===== src/rtl/ext_irq_pkg.sv =====
package ext_irq_pkg;
  localparam int NUM_PINS   = 4;
  localparam int CTRL_W     = 32;
  localparam int SENSE_W    = 2;
  // pin n fields sit at TOP - n (or TOP - 2n for sense); hardware decodes these
  localparam int EN_TOP     = 11;
  localparam int CLR_TOP    = 27;
  localparam int SENSE_TOP  = 23;
  localparam int MASTER_BIT = 12;
  localparam int ROUTE_BIT  = 0;

  typedef enum logic [SENSE_W-1:0] {
    SENSE_LVL_HI = 2'd0,
    SENSE_RISE   = 2'd1,
    SENSE_FALL   = 2'd2,
    SENSE_LVL_LO = 2'd3
  } sense_e;
endpackage


===== src/rtl/ext_irq_sync.sv =====
module ext_irq_sync #(
  parameter int W = 4
) (
  input  logic         clk_i,
  input  logic         rst_ni,
  input  logic [W-1:0] d_i,
  output logic [W-1:0] q_o
);
  logic [W-1:0] meta_q, sync_q;

  always_ff @(posedge clk_i or negedge rst_ni) begin
    if (!rst_ni) begin
      meta_q <= '0;
      sync_q <= '0;
    end else begin
      meta_q <= d_i;
      sync_q <= meta_q;
    end
  end

  assign q_o = sync_q;
endmodule


===== src/rtl/ext_irq_ctrl.sv =====
module ext_irq_ctrl
  import ext_irq_pkg::*;
(
  input  logic                              clk_i,
  input  logic                              rst_ni,
  input  logic                              we_i,
  input  logic [CTRL_W-1:0]                 wdata_i,
  output logic [CTRL_W-1:0]                 rdata_o,
  output logic [NUM_PINS-1:0][SENSE_W-1:0]  sense_o,
  output logic [NUM_PINS-1:0]               en_o,
  output logic                              master_o,
  output logic                              route_o,
  output logic [NUM_PINS-1:0]               clr_o
);
  logic [NUM_PINS-1:0][SENSE_W-1:0] sense_q;
  logic [NUM_PINS-1:0]              en_q;
  logic                             master_q, route_q;

  always_ff @(posedge clk_i or negedge rst_ni) begin
    if (!rst_ni) begin
      master_q <= 1'b0;
      route_q  <= 1'b0;
    end else if (we_i) begin
      master_q <= wdata_i[MASTER_BIT];
      route_q  <= wdata_i[ROUTE_BIT];
    end
  end

  for (genvar n = 0; n < NUM_PINS; n++) begin : g_pin
    localparam int SENSE_LSB = SENSE_TOP - 2*n - 1;
    localparam int EN_POS    = EN_TOP - n;
    localparam int CLR_POS   = CLR_TOP - n;

    always_ff @(posedge clk_i or negedge rst_ni) begin
      if (!rst_ni) begin
        sense_q[n] <= '0;
        en_q[n]    <= 1'b0;
      end else if (we_i) begin
        sense_q[n] <= wdata_i[SENSE_LSB +: SENSE_W];
        en_q[n]    <= wdata_i[EN_POS];
      end
    end

    // strobe lives only in the write cycle, never stored
    assign clr_o[n] = we_i & wdata_i[CLR_POS];
  end

  always_comb begin
    rdata_o             = '0;
    rdata_o[MASTER_BIT] = master_q;
    rdata_o[ROUTE_BIT]  = route_q;
    for (int n = 0; n < NUM_PINS; n++) begin
      rdata_o[SENSE_TOP - 2*n - 1 +: SENSE_W] = sense_q[n];
      rdata_o[EN_TOP - n]                     = en_q[n];
    end
  end

  assign sense_o  = sense_q;
  assign en_o     = en_q;
  assign master_o = master_q;
  assign route_o  = route_q;

  AST_RDATA_TRACKS_WRITE_EN: assert property (@(posedge clk_i) disable iff (!rst_ni)
    we_i |=> rdata_o[EN_TOP] == $past(wdata_i[EN_TOP])) else $error("en readback");
endmodule


===== src/rtl/ext_irq_detect.sv =====
module ext_irq_detect
  import ext_irq_pkg::*;
(
  input  logic               clk_i,
  input  logic               rst_ni,
  input  logic               pin_s_i,
  input  logic [SENSE_W-1:0] sense_i,
  input  logic               clr_i,
  output logic               req_o
);
  sense_e sense;
  logic   prev_q, lat_q, lat_d;
  logic   edge_mode, hit;

  assign sense     = sense_e'(sense_i);
  assign edge_mode = (sense == SENSE_RISE) || (sense == SENSE_FALL);

  always_comb begin
    case (sense)
      SENSE_RISE: hit = pin_s_i & ~prev_q;
      SENSE_FALL: hit = ~pin_s_i & prev_q;
      default:    hit = 1'b0;
    endcase
  end

  // new edge beats a simultaneous clear
  always_comb begin
    if (!edge_mode)  lat_d = 1'b0;
    else if (hit)    lat_d = 1'b1;
    else if (clr_i)  lat_d = 1'b0;
    else             lat_d = lat_q;
  end

  always_ff @(posedge clk_i or negedge rst_ni) begin
    if (!rst_ni) begin
      prev_q <= 1'b0;
      lat_q  <= 1'b0;
    end else begin
      prev_q <= pin_s_i;
      lat_q  <= lat_d;
    end
  end

  always_comb begin
    case (sense)
      SENSE_LVL_HI: req_o = pin_s_i;
      SENSE_LVL_LO: req_o = ~pin_s_i;
      default:      req_o = lat_q;
    endcase
  end

  AST_EVENT_STICKY: assert property (@(posedge clk_i) disable iff (!rst_ni)
    lat_q && edge_mode && !clr_i |=> lat_q) else $error("event lost");
  AST_CLEAR_DROPS: assert property (@(posedge clk_i) disable iff (!rst_ni)
    lat_q && clr_i && !hit |=> !lat_q) else $error("clear ignored");
  AST_SET_BEATS_CLEAR: assert property (@(posedge clk_i) disable iff (!rst_ni)
    hit |=> lat_q) else $error("edge lost");
  AST_LEVEL_NO_EVENT: assert property (@(posedge clk_i) disable iff (!rst_ni)
    !edge_mode |=> !lat_q || edge_mode) else $error("level latch");
endmodule


===== src/rtl/ext_irq_unit.sv =====
module ext_irq_unit
  import ext_irq_pkg::*;
(
  input  logic                clk_i,
  input  logic                rst_ni,
  input  logic                ctrl_we_i,
  input  logic [CTRL_W-1:0]   ctrl_wdata_i,
  output logic [CTRL_W-1:0]   ctrl_rdata_o,
  input  logic [NUM_PINS-1:0] pin_i,
  output logic                crit_irq_o,
  output logic [NUM_PINS-2:0] main_irq_o
);
  logic [NUM_PINS-1:0][SENSE_W-1:0] sense;
  logic [NUM_PINS-1:0]              en, clr, pin_s, req, gated;
  logic                             master, route;

  ext_irq_ctrl u_ctrl (
    .clk_i    (clk_i),
    .rst_ni   (rst_ni),
    .we_i     (ctrl_we_i),
    .wdata_i  (ctrl_wdata_i),
    .rdata_o  (ctrl_rdata_o),
    .sense_o  (sense),
    .en_o     (en),
    .master_o (master),
    .route_o  (route),
    .clr_o    (clr)
  );

  ext_irq_sync #(.W(NUM_PINS)) u_sync (
    .clk_i  (clk_i),
    .rst_ni (rst_ni),
    .d_i    (pin_i),
    .q_o    (pin_s)
  );

  for (genvar n = 0; n < NUM_PINS; n++) begin : g_det
    ext_irq_detect u_det (
      .clk_i   (clk_i),
      .rst_ni  (rst_ni),
      .pin_s_i (pin_s[n]),
      .sense_i (sense[n]),
      .clr_i   (clr[n]),
      .req_o   (req[n])
    );
    assign gated[n] = req[n] & en[n] & master;
  end

  assign crit_irq_o = gated[0] & route;
  assign main_irq_o = gated[NUM_PINS-1:1];

  AST_MASTER_OFF_QUIET: assert property (@(posedge clk_i) disable iff (!rst_ni)
    !ctrl_rdata_o[MASTER_BIT] |-> !crit_irq_o && main_irq_o == '0) else $error("master");
  AST_ROUTE_OFF_QUIET: assert property (@(posedge clk_i) disable iff (!rst_ni)
    !ctrl_rdata_o[ROUTE_BIT] |-> !crit_irq_o) else $error("route");
  AST_DISABLED_PIN1_QUIET: assert property (@(posedge clk_i) disable iff (!rst_ni)
    !ctrl_rdata_o[EN_TOP-1] |-> !main_irq_o[0]) else $error("enable");
endmodule


===== config.mk =====
export PLATFORM = sky130hd
export DESIGN_NAME = ext_irq_unit
export DESIGN_NICKNAME = d
export VERILOG_FILES = /design/src/rtl/ext_irq_pkg.sv /design/src/rtl/ext_irq_sync.sv /design/src/rtl/ext_irq_ctrl.sv /design/src/rtl/ext_irq_detect.sv /design/src/rtl/ext_irq_unit.sv
export SDC_FILE = /design/constraint.sdc
export NUM_CORES = 1
export LEC_CHECK = 0
export ABC_AREA = 1
export BUFFER_PORTS_ARGS = -buffer_cell sky130_fd_sc_hd__buf_2
export CAP_MARGIN = 10
export CORE_MARGIN = 2
export CORE_UTILIZATION = 35
export CTS_BUF_LIST = sky130_fd_sc_hd__clkbuf_16
export DETAILED_ROUTE_END_ITERATION = 8
export PLACE_DENSITY = 0.66
export SLEW_MARGIN = 10
export SYNTH_ARGS = -nofsm -noshare
export SYNTH_HDL_FRONTEND = slang
export SYNTH_SLANG_ARGS = --single-unit

===== constraint.sdc =====
create_clock -name clk_i -period 2.05 [get_ports clk_i]
set_input_delay 0.205 -clock clk_i [delete_from_list [all_inputs] [get_ports clk_i]]
set_output_delay 0.205 -clock clk_i [all_outputs]
set_load 0.02 [all_outputs]

# Word-level counts from Yosys, hierarchy flattened
# Cells that the tools add are included.
op_classes:
  order_cmp: 0
  n_addsub: 0
  div_mod_pow: 0
  shifts: 0
  n_reduce_logical: 8
  bitwise: 29
  n_mux: 20
  mul: 0
  n_eq_ne: 16
ops:
  columns: ["operator", "count"]
  rows:
  - ["1-bit bitwise AND", 21]
  - ["2-bit equality test, second input constant", 8]
  - ["1-bit case mux with 2 select lines", 8]
  - ["1-bit 2-to-1 mux", 12]
  - ["3-bit by 2-bit inequality test with 1-bit output, second input constant", 4]
  - ["2-bit by 1-bit equality test with 1-bit output, second input constant", 4]
  - ["2-bit logical NOT", 4]
  - ["1-bit NOT", 8]
  - ["1-bit logical OR", 4]
totals:
  romBits: 0
  latchBits: 0
  memories: 0
  input_bits: 39
  register_bits: 30
  ram_bits: 0

# Longest topological paths before layout
# Gate-level depths: netlist of run 1.
logic_depth:
  depth_word: 5
  depth_mapped: 6
  mapped_depth_nobuf: 6

# Cells and area by module
# From an unflattened synthesis of run 1, not the netlist that was laid out.
unflattened:
  hier_cells: 207
  area_unflattened_um2: 1766.7
by_module_without_submodules:
  columns: ["module", "instances", "cells_each", "area_per_inst_um2"]
  rows:
  - ["ext_irq_ctrl", 1, 101, 843.3]
  - ["ext_irq_detect", 4, 22, 171.4]
  - ["ext_irq_sync", 1, 8, 200.2]
  - ["ext_irq_unit", 1, 10, 37.5]

# Least setup slack after synthesis of run 1
# OpenSTA, ideal clock, no wires.
synth_path:
  kind: "register to output"
  start: "register u_ctrl.sense_q (netlist bit u_ctrl.rdata_o[20])"
  end: "output main_irq_o[0]"
  stages_incl_launch_ff: 6
  slack_ns: 0.475
  path_buffers: 0
  arrival_ns: 1.370
  t_required_ns: 1.845
  path_cell_list: "dfrtp_1 > inv_1 > ha_1 > nand2_1 > nand3_1 > a21oi_1"
synth_via:
  elab_chain_len: 4
  word_cells_on_any_way: 5
  cone_classes: "eq/ne: 1; mux: 1; bitwise: 2; reduce/logical: 1"
synth_rtl:
  columns: ["element", "line_no", "rtl"]
  rows:
  - ["from (decl)", "ext_irq_ctrl.sv:15", "logic [NUM_PINS-1:0][SENSE_W-1:0] sense_q;"]
  - ["from (signal, indexed assignment)", "ext_irq_ctrl.sv:39", "sense_q[n] <= wdata_i[SENSE_LSB +: SENSE_W];"]
  - ["2-bit equality test or 2-bit logical NOT (tied branches)", "ext_irq_detect.sv:45", "case (sense)"]
  - ["1-bit case mux with 2 select lines (*)", "ext_irq_detect.sv:45", null]
  - ["1-bit bitwise AND (*) (2 in a row)", "ext_irq_unit.sv:46", "assign gated[n] = req[n] & en[n] & master;"]
  - ["to (decl)", "ext_irq_unit.sv:11", "output logic [NUM_PINS-2:0] main_irq_o"]
# Mark *: on every way between the ends. The rest lies on a longest branch, timed or not.

# Worst setup path after layout of run 1
# Same ends and word-level chain as after synthesis.

==> results of run 1 <==
-- routing by layer --
| metal | global-route usage, % | part of all wire (%) | vias up |
|---|---|---|---|
| met5 | 0 | 0 | - |
| met4 | 5.03 | 0.56 | 0 |
| met3 | 2.71 | 5.1 | 2 |
| met2 | 19.0 | 51 | 31 |
| met1 | 12.5 | 44 | 493 |
| li1 | - | - | 557 |
-- layout make-up --
| class | instances | area (sq um) |
|---|---|---|
| fill | 423 | 2470 |
| sequential | 30 | 751 |
| multi-input combinational | 102 | 622 |
| timing repair buffer | 43 | 220 |
| clock buffer | 5 | 125 |
| inverter | 24 | 90.1 |
| tap | 52 | 65.1 |
| clock inverter | 2 | 7.51 |
-- flip-flops by register name (all words and copies together) (netlist names) --
signal	cells
g_det.u_det.lat_q	4
g_det.u_det.prev_q	4
u_ctrl.en_o	4
u_ctrl.master_o	1
u_ctrl.rdata_o	8
u_ctrl.route_o	1
u_sync.meta_q	4
u_sync.q_o	4
-- cell families (layout without fill, tap and decap cells) --
| logic type | after synthesis | in the layout | share of synthesized area [%] |
|---|---|---|---|
| and+or+nand+nor | 48 | 48 | 12.7 |
| muxes | 6 | 6 | 5.23 |
| AOI/OAI and AO/OA | 14 | 14 | 4.43 |
| DFF | 30 | 30 | 47.5 |
| other | 1 | 18 | 0.237 |
| buffers and inverters | 47 | 74 | 17.2 |
| adders and majority gates | 16 | 16 | 12.7 |
-- cells in the mapped netlist, drive strengths merged --
master and n:
nand3 15, dfrtp 30, nand4 1, nor2 5, ha 16, a21oi 6, inv 24, nand2 27
mux2 6, o21ai 8, conb 1, buf 23
-- path summary, 6_finish.rpt --
path | startpoint | endpoint | slack, ps | cells after the start
max | u_ctrl.rdata_o[20] | main_irq_o[0] | 320 | 6
min | pin_i[1] | u_sync.meta_q[1] | 40 | 1
max reg2reg | u_ctrl.rdata_o[20] | g_det[1].u_det.lat_q | 1020 | 4
min reg2reg | u_sync.meta_q[0] | u_sync.q_o[0] | 340 | 0
max in group asynchronous | rst_ni | g_det[2].u_det.lat_q | 1110 | 2
min in group asynchronous | rst_ni | u_sync.q_o[0] | 510 | 2
-- what timing repair did --
item                       4_1_cts  5_1_grt
setup endpoints to repair        0        0
hold buffers                     1        0
setup buffers                    0        0
hold endpoints to repair         2        0
-- metrics by stage --
| step | hold slack [ps] | instance area [sq um] |
|---|---|---|
| floorplan | -90.6 | 1640 |
| global placement | 278 | 1740 |
| detailed placement | 285 | 1740 |
| CTS | 37.5 | 1880 |
| global route | 38.9 | 1880 |
| finish | 44.8 | 1880 |
-- power groups by stage --
stage | Combinational (uW) | Sequential [uW] | Clock [uW]
finish | 270 | 676 | 640
global placement | 271 | 684 | 0
global route | 306 | 683 | 697
CTS | 276 | 677 | 674
floorplan | 193 | 707 | 0
detailed placement | 274 | 686 | 0
==> results by group, run 1 <==
Outcome
  • Outcome: complete, no violations

Finish
  • Final Util: 43.2%
  • Area growth syn-to-layout: 19.0%
  • Finished Layout Cells: 258
  • Most common cell after layout, fill and taps aside: buf_2
  • # nets final: 261
  • Share of cells above drive strength 1: 25.7%
  • Diodes inserted: 0
  • Most frequent cells in the layout: buf_2, dfrtp_1, nand2_1

Clock network
  • CTS tree: built
  • Deepest level of the CTS H-tree: 2
  • Root Buffer: clkbuf_16
  • Cts bufs inserted: 5
  • Clock transition at path regs: 50 ps
  • Post-CTS Resized: 0
  • Longest Clk Path Bufs: 2
  • Clk_lat worst skew: 260 ps
  • Clk sinks: 30

Pwr
  • Switching Fraction: 26.3%
  • Worst IR Drop VDD: 0.000442 V
  • Tot Pwr: 1590 uW
  • P_int: 1170 uW
  • Sw power: 416 uW
  • Sequential share of power: 42.6%
  • Logic pwr share: 17.0%
  • Clock power share: 40.3%
  • P_leak: 0.00107 uW
  • Cell Pwr Density: 843 mW/mm^2

STA
  • Max_slew headroom: 55.7%
  • Layout Skew: 0.824 ps
  • Setup WS post-layout: 318 ps
  • Setup TNS: 0 ps
  • Unrepaired setup endpoints after global routing: no
  • Final hold vios: 0
  • Slew Limit Fails: 0
  • Tmin final: 1730 ps
  • Highest Clock Rate: 577 MHz
  • Setup violators final: 0
  • Period utilization: 84.5%
  • Slew @ Worst Pin: 664 ps

Detailed routing
  • Via count: 1,083
  • WL per Instance: 9.78 um
  • Total wire length: 2520 um
  • Antenna-violating nets left: 0
  • Routed vias/inst: 4.20
  • # DRC: 0
  • Detailed Routing Iterations Pass 1: 2
  • DR iter-0 viols: 15

Yosys
  • Seq/Total Area, Yosys: 47.5%
  • Syn avg cell area: 9.75 sq um
  • Share of the synthesized area in the top cell type: 47.5%
  • Cells after synthesis: 162
  • Distinct cells, synth: 16
  • Warnings, synthesis: 0
  • Synth Cell Area: 0.00158 sq mm
  • Top cell type by total area after synthesis: dfrtp_1
  • #FFs+latches synth: 30
  • Top post-synthesis cells by area: dfrtp_1, ha_1, buf_4, nand2_1, inv_1

Setup path
  • CP arrival: 1530 ps
  • Startpoint types: flop
  • Crit-path max FO: 4
  • Crit-path max cell delay: 390 ps
  • Worst path cell trace: inv_1 > ha_1 > nand2_1 > nand3_1 > a21oi_1 > buf_2
  • Critical-path top delay cell: dfrtp_1
  • CP Data Required Time: 1850 ps
  • CP endpoint kind: output port
  • WP buf/inv: 2
  • CP top delay family: flip-flops
  • Crit Path Class: reg2out

Floorplan
  • Core area: 0.00435 sq mm
  • Starting Density: 36.3%
  • Die Y: 71.2 um
  • I/O pins: 75
  • Die width: 71.2 um
  • Rows: 24
  • Die area: 0.00507 sq mm

Global route
  • First-pass GRT wire length: 4350 um
  • Number of global-route vias before repair: 1,026
  • Remaining global-route overflow: 0
  • Largest net degree at the start of global routing: 31
  • GRT Overall Usage: 10.9%
  • Initial antenna violation count: 0

Placement
  • Post-DP HPWL: 1950 um
  • DP Worst Slack: 580 ps
  • Global placer's final weighted congestion: 0.761
  • Cell Count Post-Placement: 250
  • Port Buffers: 42

Job
  • Max-cap viol count: 0

Hold path
  • Hold Crit Class: in2reg
Power figures use the tool's default switching activity.
==> run 2: changes to the inputs <==
Settings changed: PLACE_DENSITY 0.66 to 0.69.
Clock period 2.05 ns to 1.5 ns, I/O delays scaled along.
==> results by group, run 2 (synthesized netlist as in run 1, its figures left out) <==
Outcome
  • Outcome: finished, violations left
  • Violated checks: negative setup slack

Hold path
  • Hold Crit Class: in2reg

Pwr
  • Clock power share: 37.9%
  • Sequential share of power: 39.1%
  • Cell Pwr Density: 1060 mW/mm^2
  • Switching Fraction: 27.3%
  • Worst IR Drop VDD: 0.000612 V
  • P_int: 1710 uW
  • Sw power: 642 uW
  • P_leak: 0.00120 uW
  • Logic pwr share: 23.0%

Detailed routing
  • Routed vias/inst: 4.29
  • # DRC: 0
  • DR iter-0 viols: 46
  • Via count: 1,219
  • WL per Instance: 10.9 um
  • Total wire length: 3090 um
  • Detailed Routing Iterations Pass 1: 4
  • Antenna-violating nets left: 0

Finish
  • Diodes inserted: 0
  • Most common cell after layout, fill and taps aside: buf_2
  • Most frequent cells in the layout: buf_2, dfrtp_1, nand2_1
  • Final Util: 50.8%
  • Finished Layout Cells: 284
  • Fillers: 407
  • Share of cells above drive strength 1: 41.8%
  • Number of flip-flops in the largest register: 8
  • Area growth syn-to-layout: 40.1%
  • # nets final: 287

Global route
  • Met3 usage: 2.99%
  • Largest net degree at the start of global routing: 31
  • First-pass GRT wire length: 5310 um
  • GRT met2 Usage: 23.5%
  • Met1 usage: 16.0%
  • Number of global-route vias before repair: 1,208
  • Gr busiest metal: met2
  • GRT Overall Usage: 13.3%
  • Remaining global-route overflow: 0
  • Initial antenna violation count: 0

Floorplan
  • Die Y: 71.2 um
  • Rows: 24
  • Core area: 0.00435 sq mm
  • Starting Density: 36.3%
  • I/O pins: 75
  • Die area: 0.00507 sq mm
  • Die width: 71.2 um

Clock network
  • CTS tree: built
  • Clk sinks: 30
  • Cts bufs inserted: 5
  • Longest Clk Path Bufs: 2
  • Clock transition at path regs: 50 ps
  • Root Buffer: clkbuf_16
  • Deepest level of the CTS H-tree: 2
  • Clk_lat worst skew: 260 ps

Setup path
  • CP arrival: 1380 ps
  • Crit Path Class: reg2out
  • CP Data Required Time: 1350 ps
  • Startpoint types: flop
  • CP endpoint kind: output port
  • Crit-path max FO: 2

STA
  • Max_slew headroom: 56.3%
  • Slew Limit Fails: 0
  • Layout Skew: 0.936 ps
  • Unrepaired setup endpoints after global routing: yes
  • Slew @ Worst Pin: 655 ps
  • Setup WS post-layout: -31.1 ps
  • Tmin final: 1530 ps
  • Highest Clock Rate: 653 MHz
  • Period utilization: 102%
  • Setup violators final: 2
  • Setup TNS: -40.8 ps
  • Final hold vios: 0

Placement
  • Post-DP HPWL: 2050 um
  • DP Worst Slack: 100 ps
  • Cell Count Post-Placement: 253
  • Port Buffers: 42
  • Global placer's final weighted congestion: 0.719

Job
  • Max-cap viol count: 0
run 2: changes by cell type in the layout (fill, tap and decap cells not counted), moves of 4 or more:
cell and change:
ha_1 -5, inv_1 -8, inv_2 +8, buf_2 -4, ha_4 +5, dlygate4sd3_1 +4, buf_4 +22
run 2: critical path, stage by stage, from the launching register on:
cell and delay [ps]:
dfrtp_1 400, buf_6 130, ha_4 150, nor2_2 80, nor2_1 50, nor2_1 110, nor2_1 50, buf_4 150
run 2: path summary, 6_finish.rpt:
path / start / to / slack [ps] / cells after the start
max in group asynchronous: rst_ni / u_sync.q_o[0] / 620 / 2
min in group asynchronous: rst_ni / u_ctrl.master_o / 450 / 2
worst max register to register: u_ctrl.rdata_o[23] / g_det[0].u_det.lat_q / 300 / 7
worst max-delay path: u_ctrl.rdata_o[23] / crit_irq_o / -30 / 7
worst min register to register: u_sync.meta_q[1] / u_sync.q_o[1] / 340 / 0
worst min-delay path: ctrl_wdata_i[21] / u_ctrl.rdata_o[21] / 80 / 3
run 2: power groups by stage:
stage / clock [uW] / combinational [uW] / sequential (uW)
after global placement: 0 / 394 / 931
after CTS: 915 / 504 / 920
final: 891 / 541 / 921
after global routing: 952 / 603 / 930
after floorplan: 0 / 271 / 966
after detailed placement: 0 / 401 / 936
run 2: timing repair:
action | in CTS | in global routing
endpoints found under the setup margin | 4 | 4
hold endpoints to repair | 34 | 0
cloned | 0 | 0
buffers inserted | 11 | 8
gates resized for setup | 22 | 5
pin swaps | 0 | 8
hold buffers | 5 | 0
run 2: metal layers:
| layer | part of all wire (%) | up-vias |
|---|---|---|
| met5 | 0 | - |
| met4 | 1.0 | 0 |
| met3 | 4.5 | 5 |
| met2 | 52 | 36 |
| met1 | 43 | 566 |
| li1 | - | 612 |
run 2: final cells by class:
class / instances / area (sq um) / area share (%)
Sequential cell: 30 / 751 / 33.9
Clock buffer: 5 / 125 / 5.65
Clock inverter: 2 / 7.51 / 0.339
Timing Repair Buffer: 69 / 459 / 20.7
Multi-Input combinational cell: 102 / 716 / 32.3
Tap cell: 52 / 65.1 / 2.94
Inverter: 24 / 90.1 / 4.07
run 2: per-stage QoR:
| stage | instance area [sq um] | hold WS (ps) | total power (uW) |
|---|---|---|---|
| 2_1_floorplan | 1660 | -146 | 1240 |
| 3_3_place_gp | 1780 | 216 | 1330 |
| 3_5_place_dp | 1780 | 228 | 1340 |
| 4_1_cts | 2140 | 84.6 | 2340 |
| 5_1_grt | 2210 | 105 | 2490 |
| 6_report | 2210 | 84.7 | 2350 |
